--- config.mk ---
export PLATFORM = sky130hd
export DESIGN_NAME = pingpong_sched
export DESIGN_NICKNAME = d
export VERILOG_FILES = /design/src/rtl/pingpong_pkg.sv /design/src/rtl/pe_channel.sv /design/src/rtl/join_tracker.sv /design/src/rtl/stage_tracker.sv /design/src/rtl/buffer_router.sv /design/src/rtl/pingpong_sched.sv
export SDC_FILE = /design/constraint.sdc
export NUM_CORES = 1
export LEC_CHECK = 0
export ABC_AREA = 1
export CAP_MARGIN = 20
export CORE_ASPECT_RATIO = 0.9
export CORE_MARGIN = 2
export CORE_UTILIZATION = 41
export CTS_CLUSTER_SIZE = 40
export DETAILED_ROUTE_END_ITERATION = 7
export DONT_BUFFER_PORTS = 1
export PLACE_DENSITY = 0.57
export SYNTH_ARGS = -nofsm -noshare
export SYNTH_HDL_FRONTEND = slang
export SYNTH_SLANG_ARGS = --single-unit
--- constraint.sdc ---
create_clock -name clk -period 2.65 [get_ports clk]
set_input_delay 0.265 -clock clk [delete_from_list [all_inputs] [get_ports clk]]
set_output_delay 0.265 -clock clk [all_outputs]
set_load 0.005 [all_outputs]
--- src/rtl/pingpong_pkg.sv ---
package pingpong_pkg;
  localparam int NPE     = 2;
  localparam int ODD_PE  = 1;
  localparam int EVEN_PE = 0;

  typedef enum logic [1:0] {
    ST_IDLE,
    ST_PRIME,
    ST_EXEC
  } sched_state_t;
endpackage

--- src/rtl/pe_channel.sv ---
module pe_channel (
  input  logic clk,
  input  logic rst,
  input  logic run_set,
  input  logic cfg_set,
  input  logic done_i,
  input  logic cfg_done_i,
  output logic run_q,
  output logic cfg_q,
  output logic run_fin,
  output logic cfg_fin
);
  assign run_fin = run_q & done_i;
  assign cfg_fin = cfg_q & cfg_done_i;

  always_ff @(posedge clk) begin
    if (rst) begin
      run_q <= 1'b0;
      cfg_q <= 1'b0;
    end else begin
      if (run_set)      run_q <= 1'b1;
      else if (run_fin) run_q <= 1'b0;
      if (cfg_set)      cfg_q <= 1'b1;
      else if (cfg_fin) cfg_q <= 1'b0;
    end
  end


  run_hold_chk: assert property (@(posedge clk) disable iff (rst)
    run_q && !done_i |=> run_q);


  run_drop_chk: assert property (@(posedge clk) disable iff (rst)
    run_q && done_i |=> !run_q);
endmodule

--- src/rtl/join_tracker.sv ---
module join_tracker (
  input  logic clk,
  input  logic rst,
  input  logic en,
  input  logic arm_clr,
  input  logic preset_b,
  input  logic a_ev,
  input  logic b_ev,
  output logic fire
);
  logic a_seen, b_seen;

  assign fire = en & (a_seen | a_ev) & (b_seen | b_ev);

  always_ff @(posedge clk) begin
    if (rst) begin
      a_seen <= 1'b0;
      b_seen <= 1'b0;
    end else if (arm_clr) begin
      a_seen <= 1'b0;
      b_seen <= preset_b;
    end else if (en) begin
      a_seen <= a_seen | a_ev;
      b_seen <= b_seen | b_ev;
    end
  end


  join_wait_chk: assert property (@(posedge clk) disable iff (rst)
    en && !arm_clr && !a_seen && !a_ev |=> !a_seen);
endmodule

--- src/rtl/stage_tracker.sv ---
module stage_tracker #(
  parameter int CNT_W = 8
) (
  input  logic             clk,
  input  logic             rst,
  input  logic             load,
  input  logic             adv,
  input  logic [CNT_W-1:0] count_in,
  output logic [CNT_W-1:0] stage_q,
  output logic [CNT_W-1:0] count_q,
  output logic             is_last,
  output logic             has_follow,
  output logic             multi
);
  localparam int EXT_W = CNT_W + 1;

  logic [EXT_W-1:0] stage_ext, count_ext;

  assign stage_ext  = {1'b0, stage_q};
  assign count_ext  = {1'b0, count_q};
  assign is_last    = (stage_q == count_q);
  assign has_follow = (stage_ext + EXT_W'(2)) <= count_ext;
  assign multi      = count_q > CNT_W'(1);

  always_ff @(posedge clk) begin
    if (rst) begin
      stage_q <= '0;
      count_q <= '0;
    end else if (load) begin
      stage_q <= CNT_W'(1);
      count_q <= count_in;
    end else if (adv) begin
      stage_q <= stage_q + CNT_W'(1);
    end
  end


  stage_step_chk: assert property (@(posedge clk) disable iff (rst)
    adv && !load |=> stage_q == $past(stage_q) + CNT_W'(1));
endmodule

--- src/rtl/buffer_router.sv ---
module buffer_router (
  input  logic clk,
  input  logic rst,
  input  logic set_odd,
  input  logic flip,
  output logic active_q,
  output logic src_q,
  output logic dst_q
);
  always_ff @(posedge clk) begin
    if (rst) begin
      active_q <= 1'b0;
      src_q    <= 1'b0;
      dst_q    <= 1'b1;
    end else if (set_odd) begin
      active_q <= 1'b1;
      src_q    <= 1'b1;
      dst_q    <= 1'b0;
    end else if (flip) begin
      active_q <= ~active_q;
      src_q    <= ~active_q;
      dst_q    <= active_q;
    end
  end


  buf_distinct_chk: assert property (@(posedge clk) disable iff (rst)
    src_q != dst_q);
endmodule

--- src/rtl/pingpong_sched.sv ---
module pingpong_sched
  import pingpong_pkg::*;
#(
  parameter int CNT_W = 8
) (
  input  logic             clk,
  input  logic             rst,
  input  logic             start_i,
  input  logic [CNT_W-1:0] stage_count_i,
  output logic [1:0]       pe_run_o,
  input  logic [1:0]       pe_done_i,
  output logic [1:0]       cfg_req_o,
  input  logic [1:0]       cfg_done_i,
  output logic             src_buf_o,
  output logic             dst_buf_o,
  output logic [CNT_W-1:0] stage_o,
  output logic             busy_o,
  output logic             all_done_o
);
  sched_state_t state_q, state_d;

  logic [NPE-1:0] run_set, cfg_set, run_q, cfg_q, run_fin, cfg_fin;
  logic           j_clr, j_pre, fire, ld, adv, set_odd, flip, fin;
  logic           act, idle_pe;
  logic           is_last, has_follow, multi;
  logic [CNT_W-1:0] stage_q, count_q;
  logic           done_q;

  for (genvar g = 0; g < NPE; g++) begin : g_pe
    pe_channel u_ch (
      .clk        (clk),
      .rst        (rst),
      .run_set    (run_set[g]),
      .cfg_set    (cfg_set[g]),
      .done_i     (pe_done_i[g]),
      .cfg_done_i (cfg_done_i[g]),
      .run_q      (run_q[g]),
      .cfg_q      (cfg_q[g]),
      .run_fin    (run_fin[g]),
      .cfg_fin    (cfg_fin[g])
    );
  end

  stage_tracker #(.CNT_W(CNT_W)) u_stage (
    .clk        (clk),
    .rst        (rst),
    .load       (ld),
    .adv        (adv),
    .count_in   (stage_count_i),
    .stage_q    (stage_q),
    .count_q    (count_q),
    .is_last    (is_last),
    .has_follow (has_follow),
    .multi      (multi)
  );

  buffer_router u_buf (
    .clk      (clk),
    .rst      (rst),
    .set_odd  (set_odd),
    .flip     (flip),
    .active_q (act),
    .src_q    (src_buf_o),
    .dst_q    (dst_buf_o)
  );

  assign idle_pe = ~act;

  join_tracker u_join (
    .clk      (clk),
    .rst      (rst),
    .en       (state_q == ST_EXEC),
    .arm_clr  (j_clr),
    .preset_b (j_pre),
    .a_ev     (run_fin[act]),
    .b_ev     (cfg_fin[idle_pe]),
    .fire     (fire)
  );

  always_comb begin
    state_d = state_q;
    run_set = '0;
    cfg_set = '0;
    j_clr   = 1'b0;
    j_pre   = 1'b0;
    ld      = 1'b0;
    adv     = 1'b0;
    set_odd = 1'b0;
    flip    = 1'b0;
    fin     = 1'b0;
    case (state_q)
      ST_IDLE: begin
        if (start_i && stage_count_i != '0) begin
          ld              = 1'b1;
          cfg_set[ODD_PE] = 1'b1;
          state_d         = ST_PRIME;
        end
      end
      ST_PRIME: begin
        if (cfg_fin[ODD_PE]) begin
          run_set[ODD_PE] = 1'b1;
          set_odd         = 1'b1;
          j_clr           = 1'b1;
          if (multi) cfg_set[EVEN_PE] = 1'b1;
          else       j_pre            = 1'b1;
          state_d         = ST_EXEC;
        end
      end
      ST_EXEC: begin
        if (fire) begin
          if (is_last) begin
            fin     = 1'b1;
            state_d = ST_IDLE;
          end else begin
            adv              = 1'b1;
            flip             = 1'b1;
            j_clr            = 1'b1;
            run_set[idle_pe] = 1'b1;
            if (has_follow) cfg_set[act] = 1'b1;
            else            j_pre        = 1'b1;
          end
        end
      end
      default: state_d = ST_IDLE;
    endcase
  end

  always_ff @(posedge clk) begin
    if (rst) begin
      state_q <= ST_IDLE;
      done_q  <= 1'b0;
    end else begin
      state_q <= state_d;
      done_q  <= fin;
    end
  end

  assign pe_run_o   = run_q;
  assign cfg_req_o  = cfg_q;
  assign stage_o    = stage_q;
  assign busy_o     = (state_q != ST_IDLE);
  assign all_done_o = done_q;


  single_run_chk: assert property (@(posedge clk) disable iff (rst)
    $onehot0(pe_run_o));


  odd_parity_chk: assert property (@(posedge clk) disable iff (rst)
    pe_run_o[1] |-> stage_o[0]);


  even_parity_chk: assert property (@(posedge clk) disable iff (rst)
    pe_run_o[0] |-> !stage_o[0]);


  src_follow_chk: assert property (@(posedge clk) disable iff (rst)
    (pe_run_o != 2'b00) |-> src_buf_o == pe_run_o[1]);


  prime_only_chk: assert property (@(posedge clk) disable iff (rst)
    state_q == ST_PRIME |-> pe_run_o == 2'b00 && cfg_req_o == 2'b10);


  done_pulse_chk: assert property (@(posedge clk) disable iff (rst)
    all_done_o |=> !all_done_o);


  done_quiet_chk: assert property (@(posedge clk) disable iff (rst)
    all_done_o |-> cfg_req_o == 2'b00 && pe_run_o == 2'b00 && !busy_o);


  single_stage_chk: assert property (@(posedge clk) disable iff (rst)
    busy_o && count_q == CNT_W'(1) |-> !cfg_req_o[0] && !pe_run_o[0]);


  busy_start_chk: assert property (@(posedge clk) disable iff (rst)
    busy_o && start_i |=> $stable(count_q));
endmodule

==> insert_results.sql, run 1 <==
INSERT INTO impl_metrics (metric_group, metric, value, unit) VALUES
('status', 'status', 'completed', ''),
('synth', 'post_synth_fa_ha_maj_area_fraction', '9.26', '%'),
('route', 'drt-initial-drc-count', '96', ''),
('placement', 'last_weighted_congestion_value_of_the_routability_driven_placer', '0.817', ''),
('global_route', 'first_global_vias', '1393', ''),
('power', 'peakVddDrop', '0.000348', 'V'),
('synth', 'yosysSeqAreaShare', '30.8', '%'),
('synth', 'post_synth_top_area_share', '30.8', '%'),
('sta', 'report.final.setup_viol', '0', ''),
('floorplanning', 'standard_cell_row_count', '22', ''),
('floorplanning', 'top_level_ports', '31', ''),
('critical_path', 'cp.buffers_inverters', '2', ''),
('cts', 'cts_hold_buf', '0', ''),
('cts', 'cts_num_sinks', '27', ''),
('synth', 'dominant_combinational_cell_family_by_area_after_synthesis', 'simple AND/OR/NAND/NOR gates', ''),
('route', 'viasPerCell', '4.95', ''),
('hold_path', 'timing.hold.worst_path_depth', '1', ''),
('critical_path', 'worst_flop_to_flop_path_endpoint', 'u_join.b_seen', ''),
('hold_path', 'timing.hold.worst.start', 'rst', ''),
('cts', 'root_buffer', 'sky130_fd_sc_hd__clkbuf_8', ''),
('synth', 'synth_fp_nets', '289', ''),
('hold_path', 'hold-path-endpoint', 'g_pe[0].u_ch.cfg_q', ''),
('route', 'dr.pass1.iters', '4', ''),
('synth', 'synth_area_per_cell', '6.73', 'um^2'),
('synth', 'ys_types', '33', ''),
('critical_path', 'crit_chain', 'ha_1, nand2_1, inv_1, nand3_1, xor2_1, ha_1, inv_1, nor2_1, and3_1, nand2_1, nand2_1, nor2_1, nor3_1, nor2_1', ''),
('layout', 'final_layout_size_suffix_gt1_share', '7.72', '%'),
('route', 'num_vias', '1521', ''),
('sta', 'clock-skew-final', '0.00787', 'ns'),
('floorplanning', 'die-area', '4820', 'um^2'),
('power', 'p_leak', '0.000839', 'uW'),
('route', 'drt_wl_total', '3.96', 'mm'),
('route', 'detail_route.wl_per_cell', '12.9', 'um'),
('sta', 'max_clock_freq', '0.417', 'GHz'),
('route', 'ant_nets', '0', ''),
('cts', 'cts-resized-gates', '0', ''),
('synth', 'postSynth.topFlopCell', 'sky130_fd_sc_hd__dfxtp_1', ''),
('cts', 'cts_tree', 'yes', ''),
('critical_path', 'number_of_gates_on_the_worst_path_with_buffers_counted', '14', ''),
('critical_path', 'crit_slowest_cell', 'sky130_fd_sc_hd__dfxtp_1', ''),
('sta', 'worst_slew_margin_rel', '75.8', '%'),
('global_route', 'grt_start_max_net_pins', '20', ''),
('layout', 'num_antenna_cells', '0', ''),
('synth', 'synth_edf_count', '0', ''),
('critical_path', 'ff2ff_setup_slack', '0.25', 'ns'),
('floorplanning', 'start_util', '42.8', '%'),
('critical_path', 'worst_reg2reg_path_depth', '14', ''),
('critical_path', 'worstPathRequired', '2.83', 'ns'),
('synth', 'synth_async_sr_flop_share', '0', '%'),
('synth', 'post_synth_and_or_nand_nor_area_fraction', '32.3', '%'),
('synth', 'synthTopCellsByArea', 'sky130_fd_sc_hd__dfxtp_1, sky130_fd_sc_hd__nand2_1, sky130_fd_sc_hd__ha_1, sky130_fd_sc_hd__inv_1, sky130_fd_sc_hd__nor2_1', ''),
('sta', 'final_hold_violation_count', '0', ''),
('floorplanning', 'fp.dieW', '73.0', 'um'),
('cts', 'clkTransAtPathRegs', '0.10', 'ns'),
('critical_path', 'critPathMaxFanout', '6', ''),
('sta', 'post-route-worst-setup-slack', '0.252', 'ns'),
('critical_path', 'cp.arrival', '2.58', 'ns'),
('placement', 'dp.final_hpwl', '3.18', 'mm'),
('critical_path', 'startpoint_type', 'register', ''),
('cts', 'cts-buffers-inserted', '3', ''),
('hold_path', 'worst_hold_path_type', 'in2reg', ''),
('global_route', 'grt_antenna_before_repair', '0', ''),
('floorplanning', 'die_h', '66.1', 'um'),
('global_route', 'global_route.overflow_total', '0', ''),
('sta', 'finalSetupTns', '0', 'ns'),
('critical_path', 'crit_path_max_incr_delay', '0.45', 'ns'),
('critical_path', 'path_delay_family', 'simple AND/OR/NAND/NOR gates', ''),
('placement', 'numPortBuffers', '0', ''),
('layout', 'layout.cells.most_common_list', 'sky130_fd_sc_hd__nand2_1, sky130_fd_sc_hd__inv_1, sky130_fd_sc_hd__nor2_1', ''),
('synth', 'post_synthesis_instance_total', '261', ''),
('critical_path', 'worstSetupPathType', 'reg2reg', '');
==> worst max path at each step <==
| stage | from | to | slack, ns |
|---|---|---|---|
| 2_1_floorplan | u_stage.stage_q[2] | u_join.b_seen | 0.52 |
| 3_3_place_gp | u_stage.stage_q[2] | u_join.b_seen | 0.36 |
| 3_5_place_dp | u_stage.stage_q[2] | u_join.b_seen | 0.29 |
| 4_1_cts | u_stage.stage_q[2] | u_join.b_seen | 0.27 |
| 5_1_grt | u_stage.stage_q[2] | g_pe[0].u_ch.cfg_q | 0.01 |
| 6_report | u_stage.stage_q[2] | u_join.b_seen | 0.25 |
==> cell type report <==
cell class              instances  area, um^2
multi-input cells             183         990
well taps                      48        60.1
flip-flops and latches         27         541
fillers                       428        2280
repair buffers                  5        37.5
clock buffers                   4        45.0
inverters                      40         150
==> worst reg2reg max path, cell delays in order (launching register included) <==
cell	delay, ns
sky130_fd_sc_hd__dfxtp_1	0.45
sky130_fd_sc_hd__ha_1	0.26
sky130_fd_sc_hd__nand2_1	0.09
sky130_fd_sc_hd__inv_1	0.08
sky130_fd_sc_hd__nand3_1	0.13
sky130_fd_sc_hd__xor2_1	0.19
sky130_fd_sc_hd__ha_1	0.30
sky130_fd_sc_hd__inv_1	0.04
sky130_fd_sc_hd__nor2_1	0.15
sky130_fd_sc_hd__and3_1	0.18
sky130_fd_sc_hd__nand2_1	0.05
sky130_fd_sc_hd__nand2_1	0.10
sky130_fd_sc_hd__nor2_1	0.05
sky130_fd_sc_hd__nor3_1	0.18
sky130_fd_sc_hd__nor2_1	0.06
==> layer usage <==
metal,vias to the layer above,GRT usage (%),share of wire [%]
li1,824,-,-
met1,659,27.6,54
met2,33,24.1,39
met3,5,4.42,5.3
met4,0,3.47,0.86
met5,-,0,0
==> power by group <==
part / switching [uW] / internal, uW / leakage, uW
logic: 253 / 142 / 0.000596
clock network: 133 / 108 / 0.0000228
registers: 36.5 / 457 / 0.000220
==> through the flow <==
stage                     hold WS [ns]  cells  instance area, um^2  util, %
after floorplan                  0.427    261                 1760        -
after global placement           0.331    303                 1780     43.3
after detailed placement         0.332    303                 1780     43.3
after CTS                       0.0318    307                 1820     44.4
after global routing            0.0241    307                 1820     44.4
final                           0.0412    307                 1820     44.4
==> cells in the mapped netlist, types with 2 or more instances <==
cell type and instances:
sky130_fd_sc_hd__buf_4 5, sky130_fd_sc_hd__inv_2 2, sky130_fd_sc_hd__ha_1 13, sky130_fd_sc_hd__nor3_1 4, sky130_fd_sc_hd__inv_1 38, sky130_fd_sc_hd__nor2_1 29
sky130_fd_sc_hd__o21ai_0 10, sky130_fd_sc_hd__nand3_1 14, sky130_fd_sc_hd__nor2_2 2, sky130_fd_sc_hd__clkbuf_1 2, sky130_fd_sc_hd__xor2_1 6, sky130_fd_sc_hd__buf_6 2
sky130_fd_sc_hd__and3_1 2, sky130_fd_sc_hd__nand4_1 4, sky130_fd_sc_hd__nand3b_1 3, sky130_fd_sc_hd__dfxtp_1 27, sky130_fd_sc_hd__o21ai_2 3, sky130_fd_sc_hd__a21oi_1 19
sky130_fd_sc_hd__nand2_1 62
==> cell families (layout without fill, tap and decap cells) <==
group                      Yosys count  in the layout
xor gates and xnor gates             6              6
and+or+nand+nor                    127            127
DFF                                 27             27
adders and majority gates           13             13
buffers and inverters               51             49
AOI/OAI and AO/OA                   37             37
==> registers in the layout (all words and copies together), names as in the netlist <==
signal / cells
all_done_o: 1
g_pe.u_ch.cfg_q: 2
g_pe.u_ch.run_q: 2
state_q: 2
u_buf.active_q: 1
u_buf.dst_q: 1
u_join.a_seen: 1
u_join.b_seen: 1
u_stage.count_q: 8
u_stage.stage_q: 8
(Power assumes the default switching activity.)
==> run 2: changes to the inputs <==
--- a/config.mk
+++ b/config.mk
@@ -5,7 +5,7 @@
 export SDC_FILE = /design/constraint.sdc
 export NUM_CORES = 1
 export LEC_CHECK = 0
-export ABC_AREA = 1
+export ABC_AREA = 0
 export CAP_MARGIN = 20
 export CORE_ASPECT_RATIO = 0.9
 export CORE_MARGIN = 2
==> constraint.sdc (replaced) <==
create_clock -name clk -period 2.65 [get_ports clk]
set_input_delay 0.265 -clock clk [delete_from_list [all_inputs] [get_ports clk]]
set_output_delay 0.265 -clock clk [all_outputs]
set_load 0.02 [all_outputs]
==> insert_results.sql, run 2 <==
INSERT INTO impl_metrics (metric_group, metric, value, unit) VALUES
('critical_path', 'cp.buffers_inverters', '0', ''),
('cts', 'number_of_h_tree_branching_levels', '1', ''),
('route', 'route.detailed.drc', '0', ''),
('hold_path', 'timing.hold.worst.start', 'rst', ''),
('cts', 'clkTransAtPathRegs', '0.11', 'ns'),
('floorplanning', 'standard_cell_row_count', '22', ''),
('floorplanning', 'top_level_ports', '31', ''),
('layout', 'register_area', '543', 'um^2'),
('synth', 'mappedNetlistArea', '1740', 'um^2'),
('cts', 'root_buffer', 'sky130_fd_sc_hd__clkbuf_8', ''),
('global_route', 'global_route.overflow_total', '0', ''),
('cts', 'postCtsSetupBuffers', '0', ''),
('synth', 'synth_fp_nets', '237', ''),
('synth', 'post_synth_top_area_share', '31.1', '%'),
('critical_path', 'crit_slowest_cell', 'sky130_fd_sc_hd__dfxtp_2', ''),
('critical_path', 'critical-path-top-cell-by-count', 'sky130_fd_sc_hd__a21o_1', ''),
('critical_path', 'worstPathRequired', '2.84', 'ns'),
('floorplanning', 'die_h', '65.7', 'um'),
('cts', 'clock_insertion_delay_worst_skew', '0.28', 'ns'),
('sta', 'final_hold_violation_count', '0', ''),
('floorplanning', 'start_util', '42.6', '%'),
('global_route', 'wire_length_of_the_first_global_routing_pass', '6.74', 'mm'),
('synth', 'ys_types', '41', ''),
('critical_path', 'path_delay_family', 'compound AO/OA/AOI/OAI gates', ''),
('global_route', 'grt_start_max_net_pins', '24', ''),
('layout', 'num_antenna_cells', '0', ''),
('sta', 'finalSetupTns', '0', 'ns'),
('synth', 'postSynth.topFlopCell', 'sky130_fd_sc_hd__dfxtp_1', ''),
('sta', 'worst_slew_margin_rel', '69.3', '%'),
('layout', 'final_layout_size_suffix_gt1_share', '11.8', '%'),
('synth', 'synth.ff_latch_count', '27', ''),
('sta', 'rsz0062_at_grt', 'no', ''),
('synth', 'synth.top_cells.by_count', 'sky130_fd_sc_hd__dfxtp_1, sky130_fd_sc_hd__inv_1, sky130_fd_sc_hd__a21oi_1, sky130_fd_sc_hd__nand2_1, sky130_fd_sc_hd__nand3_1', ''),
('flow_run', 'drv.max_cap_violation_count', '0', ''),
('synth', 'post_synthesis_instance_total', '209', ''),
('sta', 'max_slew.worst_pin.slew', '0.460', 'ns'),
('sta', 'post_route_minimum_period', '2.41', 'ns'),
('sta', 'clock-skew-final', '0.00787', 'ns'),
('critical_path', 'critical_path_end_type', 'register', ''),
('layout', 'final.fill_count', '433', ''),
('layout', 'fin_cells', '259', ''),
('layout', 'mostFrequentLayoutCell', 'sky130_fd_sc_hd__dfxtp_1', ''),
('route', 'drt_wl_total', '3.92', 'mm'),
('critical_path', 'crit-reg2reg-launch', 'u_stage.stage_q[2]', ''),
('layout', 'number_of_nets_in_the_finished_design', '240', ''),
('critical_path', 'crit_start', 'u_stage.stage_q[2]', ''),
('global_route', 'grt_antenna_before_repair', '0', ''),
('status', 'status', 'completed', ''),
('layout', 'layout.cells.most_common_list', 'sky130_fd_sc_hd__dfxtp_1, sky130_fd_sc_hd__inv_1, sky130_fd_sc_hd__nand3_1, sky130_fd_sc_hd__nand2_1, sky130_fd_sc_hd__a21oi_1', ''),
('power', 'p_leak', '0.000748', 'uW'),
('sta', 'slew_viol_final', '0', ''),
('critical_path', 'crit_path_max_incr_delay', '0.42', 'ns'),
('floorplanning', 'fp.coreArea', '4070', 'um^2'),
('global_route', 'grt_use_total', '18.1', '%'),
('floorplanning', 'die-area', '4770', 'um^2'),
('sta', 'report.final.setup_viol', '0', ''),
('synth', 'synthTopCellsByArea', 'sky130_fd_sc_hd__dfxtp_1, sky130_fd_sc_hd__ha_1, sky130_fd_sc_hd__xor2_1, sky130_fd_sc_hd__a21oi_1, sky130_fd_sc_hd__nand3_1', ''),
('route', 'dr.pass1.iters', '4', ''),
('route', 'detail_route.wl_per_cell', '15.1', 'um'),
('cts', 'cts_num_sinks', '27', ''),
('synth', 'synth_area_per_cell', '8.30', 'um^2'),
('placement', 'numPortBuffers', '0', ''),
('placement', 'last_weighted_congestion_value_of_the_routability_driven_placer', '0.846', ''),
('route', 'viasPerCell', '5.59', ''),
('synth', 'synth.largest_area_cell', 'sky130_fd_sc_hd__dfxtp_1', ''),
('floorplanning', 'fp.dieW', '72.6', 'um'),
('sta', 'fin_crit_share', '90.8', '%'),
('critical_path', 'crit_chain', 'nand3_1, nor2_1, xor2_1, ha_1, a21o_1, a21o_1, a2111oi_1, o21ai_1, o31ai_1', ''),
('placement', 'dp.final_hpwl', '3.12', 'mm'),
('placement', 'dpl.cell_count', '255', ''),
('synth', 'yosysWarnings', '0', ''),
('global_route', 'first_global_vias', '1442', ''),
('critical_path', 'startpoint_type', 'register', ''),
('sta', 'max_clock_freq', '0.416', 'GHz'),
('synth', 'yosysSeqAreaShare', '31.1', '%'),
('critical_path', 'critPathMaxFanout', '6', ''),
('power', 'peakVddDrop', '0.000304', 'V'),
('critical_path', 'cp.arrival', '2.60', 'ns'),
('route', 'num_vias', '1447', ''),
('synth', 'synth_edf_count', '0', ''),
('synth', 'synth_async_sr_flop_share', '0', '%'),
('layout', 'layout_top_registers', 'u_stage.count_q: 8 flops, u_stage.stage_q: 8 flops', ''),
('route', 'drt-initial-drc-count', '64', ''),
('hold_path', 'worst_hold_path_type', 'in2reg', ''),
('critical_path', 'worstSetupPathType', 'reg2reg', ''),
('layout', 'layout-area-overhead-vs-synth', '6.27', '%'),
('cts', 'clock_path_buffers', '2', ''),
('cts', 'cts-buffers-inserted', '3', ''),
('layout', 'footprint_of_the_multi_input_gates', '1020', 'um^2'),
('synth', 'synthMostInstantiatedCell', 'sky130_fd_sc_hd__dfxtp_1', ''),
('route', 'ant_nets', '0', ''),
('cts', 'cts_tree', 'yes', ''),
('power', 'power-per-cell-area', '528', 'nW/um^2');
==> run 2: cell type report <==
class	count	area share, %
clock buffer	3	2.24
clock inverter	1	0.407
inverter	19	3.87
multi-input combinational	148	55.5
sequential	27	29.4
tap	48	3.26
timing repair buffer	13	5.29
==> run 2: layer usage <==
metal / up-vias / share of wire, % / track usage (%) / wire length, um
met5: - / 0 / 0 / 0
met1: 673 / 49 / 24.9 / 1910
li1: 726 / - / - / -
met4: 0 / 2.0 / 7.41 / 78
met3: 9 / 5.6 / 4.45 / 218
met2: 39 / 44 / 26.9 / 1710
==> run 2: logic make-up (layout without fill, tap and decap cells) <==
group / count (synthesis) / after routing / share of synthesized area, %
simple gates: 74 / 74 / 22.8
flops: 27 / 27 / 31.1
compound gates: 40 / 40 / 16.0
xor+xnor: 19 / 19 / 9.59
mux: 2 / 2 / 1.15
buf+inv: 34 / 36 / 9.95
fa+ha+maj: 13 / 13 / 9.37
==> run 2: metrics by stage <==
stage | setup slack (ns) | power (uW) | util (%) | instance area (um^2) | hold slack (ns)
after global routing | 0.00893 | 1030 | 45.3 | 1840 | 0.0197
final | 0.244 | 974 | 45.3 | 1840 | 0.0362
after CTS | 0.0906 | 978 | 45.2 | 1840 | 0.0279
after floorplan | 0.205 | 671 | - | 1740 | 0.369
after detailed placement | 0.0956 | 729 | 44.0 | 1790 | 0.339
after global placement | 0.243 | 722 | 44.0 | 1790 | 0.337
==> run 2: what timing repair did <==
action                     in CTS  in global routing
setup endpoints to repair       0                  3
resized for setup               0                  4
hold buffers                    0                  0
==> run 2: worst paths after layout <==
check        depth (start not counted)                  to  slack (ns)
max                                  9  g_pe[1].u_ch.cfg_q        0.24
min                                  1  g_pe[0].u_ch.run_q        0.04
max reg2reg                          9  g_pe[1].u_ch.cfg_q        0.24
min reg2reg                          2  u_stage.count_q[0]        0.47
==> run 2: report_power, final <==
| group | internal [uW] | total, uW | switching (uW) | leakage (uW) |
|---|---|---|---|---|
| Clock | 107 | 251 | 144 | 0.0000217 |
| Sequential | 430 | 457 | 26.2 | 0.000221 |
| Combinational | 108 | 266 | 157 | 0.000505 |
| Total | 646 | 974 | 328 | 0.000748 |
==> run 3: changes to the inputs <==
--- a/config.mk
+++ b/config.mk
@@ -7,13 +7,15 @@
 export LEC_CHECK = 0
 export ABC_AREA = 0
 export CAP_MARGIN = 20
+export CELL_PAD_IN_SITES_DETAIL_PLACEMENT = 1
+export CELL_PAD_IN_SITES_GLOBAL_PLACEMENT = 1
 export CORE_ASPECT_RATIO = 0.9
 export CORE_MARGIN = 2
 export CORE_UTILIZATION = 41
 export CTS_CLUSTER_SIZE = 40
 export DETAILED_ROUTE_END_ITERATION = 7
 export DONT_BUFFER_PORTS = 1
-export PLACE_DENSITY = 0.57
+export PLACE_DENSITY = 0.73
 export SYNTH_ARGS = -nofsm -noshare
 export SYNTH_HDL_FRONTEND = slang
 export SYNTH_SLANG_ARGS = --single-unit
==> insert_results.sql, run 3 (same netlist as run 2, synthesis figures left out) <==
INSERT INTO impl_metrics (metric_group, metric, value, unit) VALUES
('placement', 'last_weighted_congestion_value_of_the_routability_driven_placer', '0.867', ''),
('floorplanning', 'die_h', '65.7', 'um'),
('route', 'route.detailed.drc', '0', ''),
('layout', 'number_of_nets_in_the_finished_design', '239', ''),
('placement', 'numPortBuffers', '0', ''),
('route', 'drt_wl_total', '4.29', 'mm'),
('layout', 'mostFrequentLayoutCell', 'sky130_fd_sc_hd__dfxtp_1', ''),
('hold_path', 'worst_hold_path_type', 'in2reg', ''),
('hold_path', 'timing.hold.worst.start', 'rst', ''),
('power', 'peakVddDrop', '0.000303', 'V'),
('cts', 'cts_num_sinks', '27', ''),
('layout', 'footprint_of_the_multi_input_gates', '1020', 'um^2'),
('route', 'num_vias', '1442', ''),
('critical_path', 'worstSetupPathType', 'reg2reg', ''),
('global_route', 'grt_antenna_before_repair', '0', ''),
('cts', 'cts_tree', 'yes', ''),
('placement', 'dp.final_hpwl', '3.51', 'mm'),
('cts', 'clkTransAtPathRegs', '0.09', 'ns'),
('critical_path', 'worst_flop_to_flop_path_endpoint', 'g_pe[0].u_ch.cfg_q', ''),
('sta', 'post-route-worst-setup-slack', '0.177', 'ns'),
('cts', 'cts_hold_buf', '0', ''),
('sta', 'max_slew.worst_pin.slew', '0.514', 'ns'),
('power', 'p_leak', '0.000744', 'uW'),
('sta', 'post_route_minimum_period', '2.47', 'ns'),
('route', 'viasPerCell', '5.59', ''),
('sta', 'fin_crit_share', '93.3', '%'),
('sta', 'finalSetupTns', '0', 'ns'),
('floorplanning', 'start_util', '42.6', '%'),
('global_route', 'first_global_vias', '1523', ''),
('cts', 'clock_insertion_delay_worst_skew', '0.27', 'ns'),
('critical_path', 'worst_reg2reg_path_depth', '9', ''),
('floorplanning', 'fp.coreArea', '4070', 'um^2'),
('layout', 'register_area', '542', 'um^2'),
('cts', 'postCtsSetupBuffers', '0', ''),
('cts', 'clock_path_buffers', '2', ''),
('critical_path', 'critical_path_end_type', 'register', ''),
('route', 'detail_route.wl_per_cell', '16.6', 'um'),
('power', 'power-per-cell-area', '523', 'nW/um^2'),
('flow_run', 'drv.max_cap_violation_count', '0', ''),
('sta', 'slew_viol_final', '0', ''),
('cts', 'root_buffer', 'sky130_fd_sc_hd__clkbuf_8', ''),
('critical_path', 'cp.arrival', '2.65', 'ns'),
('sta', 'clock-skew-final', '0.00199', 'ns'),
('global_route', 'global_route.overflow_total', '0', ''),
('global_route', 'wire_length_of_the_first_global_routing_pass', '7.29', 'mm'),
('status', 'status', 'completed', ''),
('global_route', 'grt_use_total', '19.6', '%'),
('floorplanning', 'top_level_ports', '31', ''),
('layout', 'final.fill_count', '498', ''),
('cts', 'cts-buffers-inserted', '3', ''),
('route', 'drt-initial-drc-count', '51', ''),
('sta', 'rsz0062_at_grt', 'no', ''),
('layout', 'layout-area-overhead-vs-synth', '5.55', '%'),
('sta', 'max_clock_freq', '0.404', 'GHz'),
('critical_path', 'worstPathRequired', '2.83', 'ns'),
('placement', 'post-place-ws', '0.0971', 'ns'),
('route', 'dr.pass1.iters', '4', ''),
('floorplanning', 'fp.dieW', '72.6', 'um'),
('layout', 'final_layout_size_suffix_gt1_share', '10.5', '%'),
('layout', 'num_antenna_cells', '0', ''),
('critical_path', 'startpoint_type', 'register', ''),
('floorplanning', 'die-area', '4770', 'um^2'),
('cts', 'number_of_h_tree_branching_levels', '1', ''),
('route', 'ant_nets', '0', ''),
('layout', 'layout_top_registers', 'u_stage.count_q: 8 flops, u_stage.stage_q: 8 flops', ''),
('sta', 'report.final.setup_viol', '0', ''),
('critical_path', 'crit-reg2reg-launch', 'u_stage.stage_q[2]', ''),
('critical_path', 'ff2ff_setup_slack', '0.18', 'ns'),
('floorplanning', 'standard_cell_row_count', '22', ''),
('sta', 'final_hold_violation_count', '0', ''),
('sta', 'worst_slew_margin_rel', '65.6', '%'),
('hold_path', 'hold-path-endpoint', 'u_stage.stage_q[0]', ''),
('global_route', 'grt_start_max_net_pins', '24', ''),
('hold_path', 'timing.hold.worst_path_depth', '1', ''),
('layout', 'layout.cells.most_common_list', 'sky130_fd_sc_hd__dfxtp_1, sky130_fd_sc_hd__inv_1, sky130_fd_sc_hd__nand3_1, sky130_fd_sc_hd__nand2_1, sky130_fd_sc_hd__a21oi_1', ''),
('critical_path', 'critPathMaxFanout', '6', '');
[run 3: how the worst max path moves through the flow]
stage                       startpoint                  to  slack [ns]  cells after the start
floorplan           u_stage.stage_q[4]  g_pe[0].u_ch.cfg_q        0.21                     10
global placement    u_stage.stage_q[2]  g_pe[0].u_ch.cfg_q        0.24                      9
detailed placement  u_stage.stage_q[2]  g_pe[1].u_ch.cfg_q         0.1                      9
CTS                 u_stage.stage_q[2]  g_pe[0].u_ch.cfg_q        0.07                      9
global route        u_stage.stage_q[2]  g_pe[0].u_ch.cfg_q        0.05                      9
finish              u_stage.stage_q[2]  g_pe[0].u_ch.cfg_q        0.18                      9
[run 3: metrics by stage]
step	area (um^2)	hold slack, ns	power [uW]	instances	utilization [%]
global placement	1780	0.336	720	254	43.8
floorplan	1740	0.369	671	209	-
finish	1830	0.0521	958	258	45.0
global route	1830	0.0315	1030	258	45.0
detailed placement	1780	0.338	733	254	43.8
CTS	1830	0.0462	965	258	44.9
[run 3: critical path, cell delays in order (launching register included)]
cell and delay [ns]:
sky130_fd_sc_hd__dfxtp_2 0.40, sky130_fd_sc_hd__ha_1 0.25, sky130_fd_sc_hd__nand2_1 0.08, sky130_fd_sc_hd__nor2_1 0.18, sky130_fd_sc_hd__xor2_1 0.20, sky130_fd_sc_hd__ha_1 0.28
sky130_fd_sc_hd__a21o_1 0.17, sky130_fd_sc_hd__a2111oi_1 0.36, sky130_fd_sc_hd__o21ai_1 0.18, sky130_fd_sc_hd__o32ai_1 0.28
[run 3: timing repair]
item | 4_1_cts | 5_1_grt
pin swaps | 0 | 1
gates resized for setup | 1 | 2
cloned | 0 | 0
setup endpoints to repair | 2 | 4
[run 3: routing by layer]
metal / global-route usage, % / share of wire (%) / vias up
li1: - / - / 723
met1: 25.7 / 46 / 680
met2: 32.0 / 47 / 33
met3: 4.75 / 4.7 / 6
met4: 5.32 / 2.0 / 0
met5: 0 / 0 / -
[run 3: layout make-up]
| type | instances | share of cell area (%) |
|---|---|---|
| Clock buffer | 4 | 2.46 |
| Inverter | 19 | 3.89 |
| Multi-Input combinational cell | 148 | 55.9 |
| Sequential cell | 27 | 29.6 |
| Tap cell | 48 | 3.28 |
| Timing Repair Buffer | 12 | 4.92 |
[run 3: where the power goes]
part	total, uW	switching [uW]	internal, uW
combinational	268	163	105
clock	232	124	108
sequential	458	27.4	430
total	958	315	643
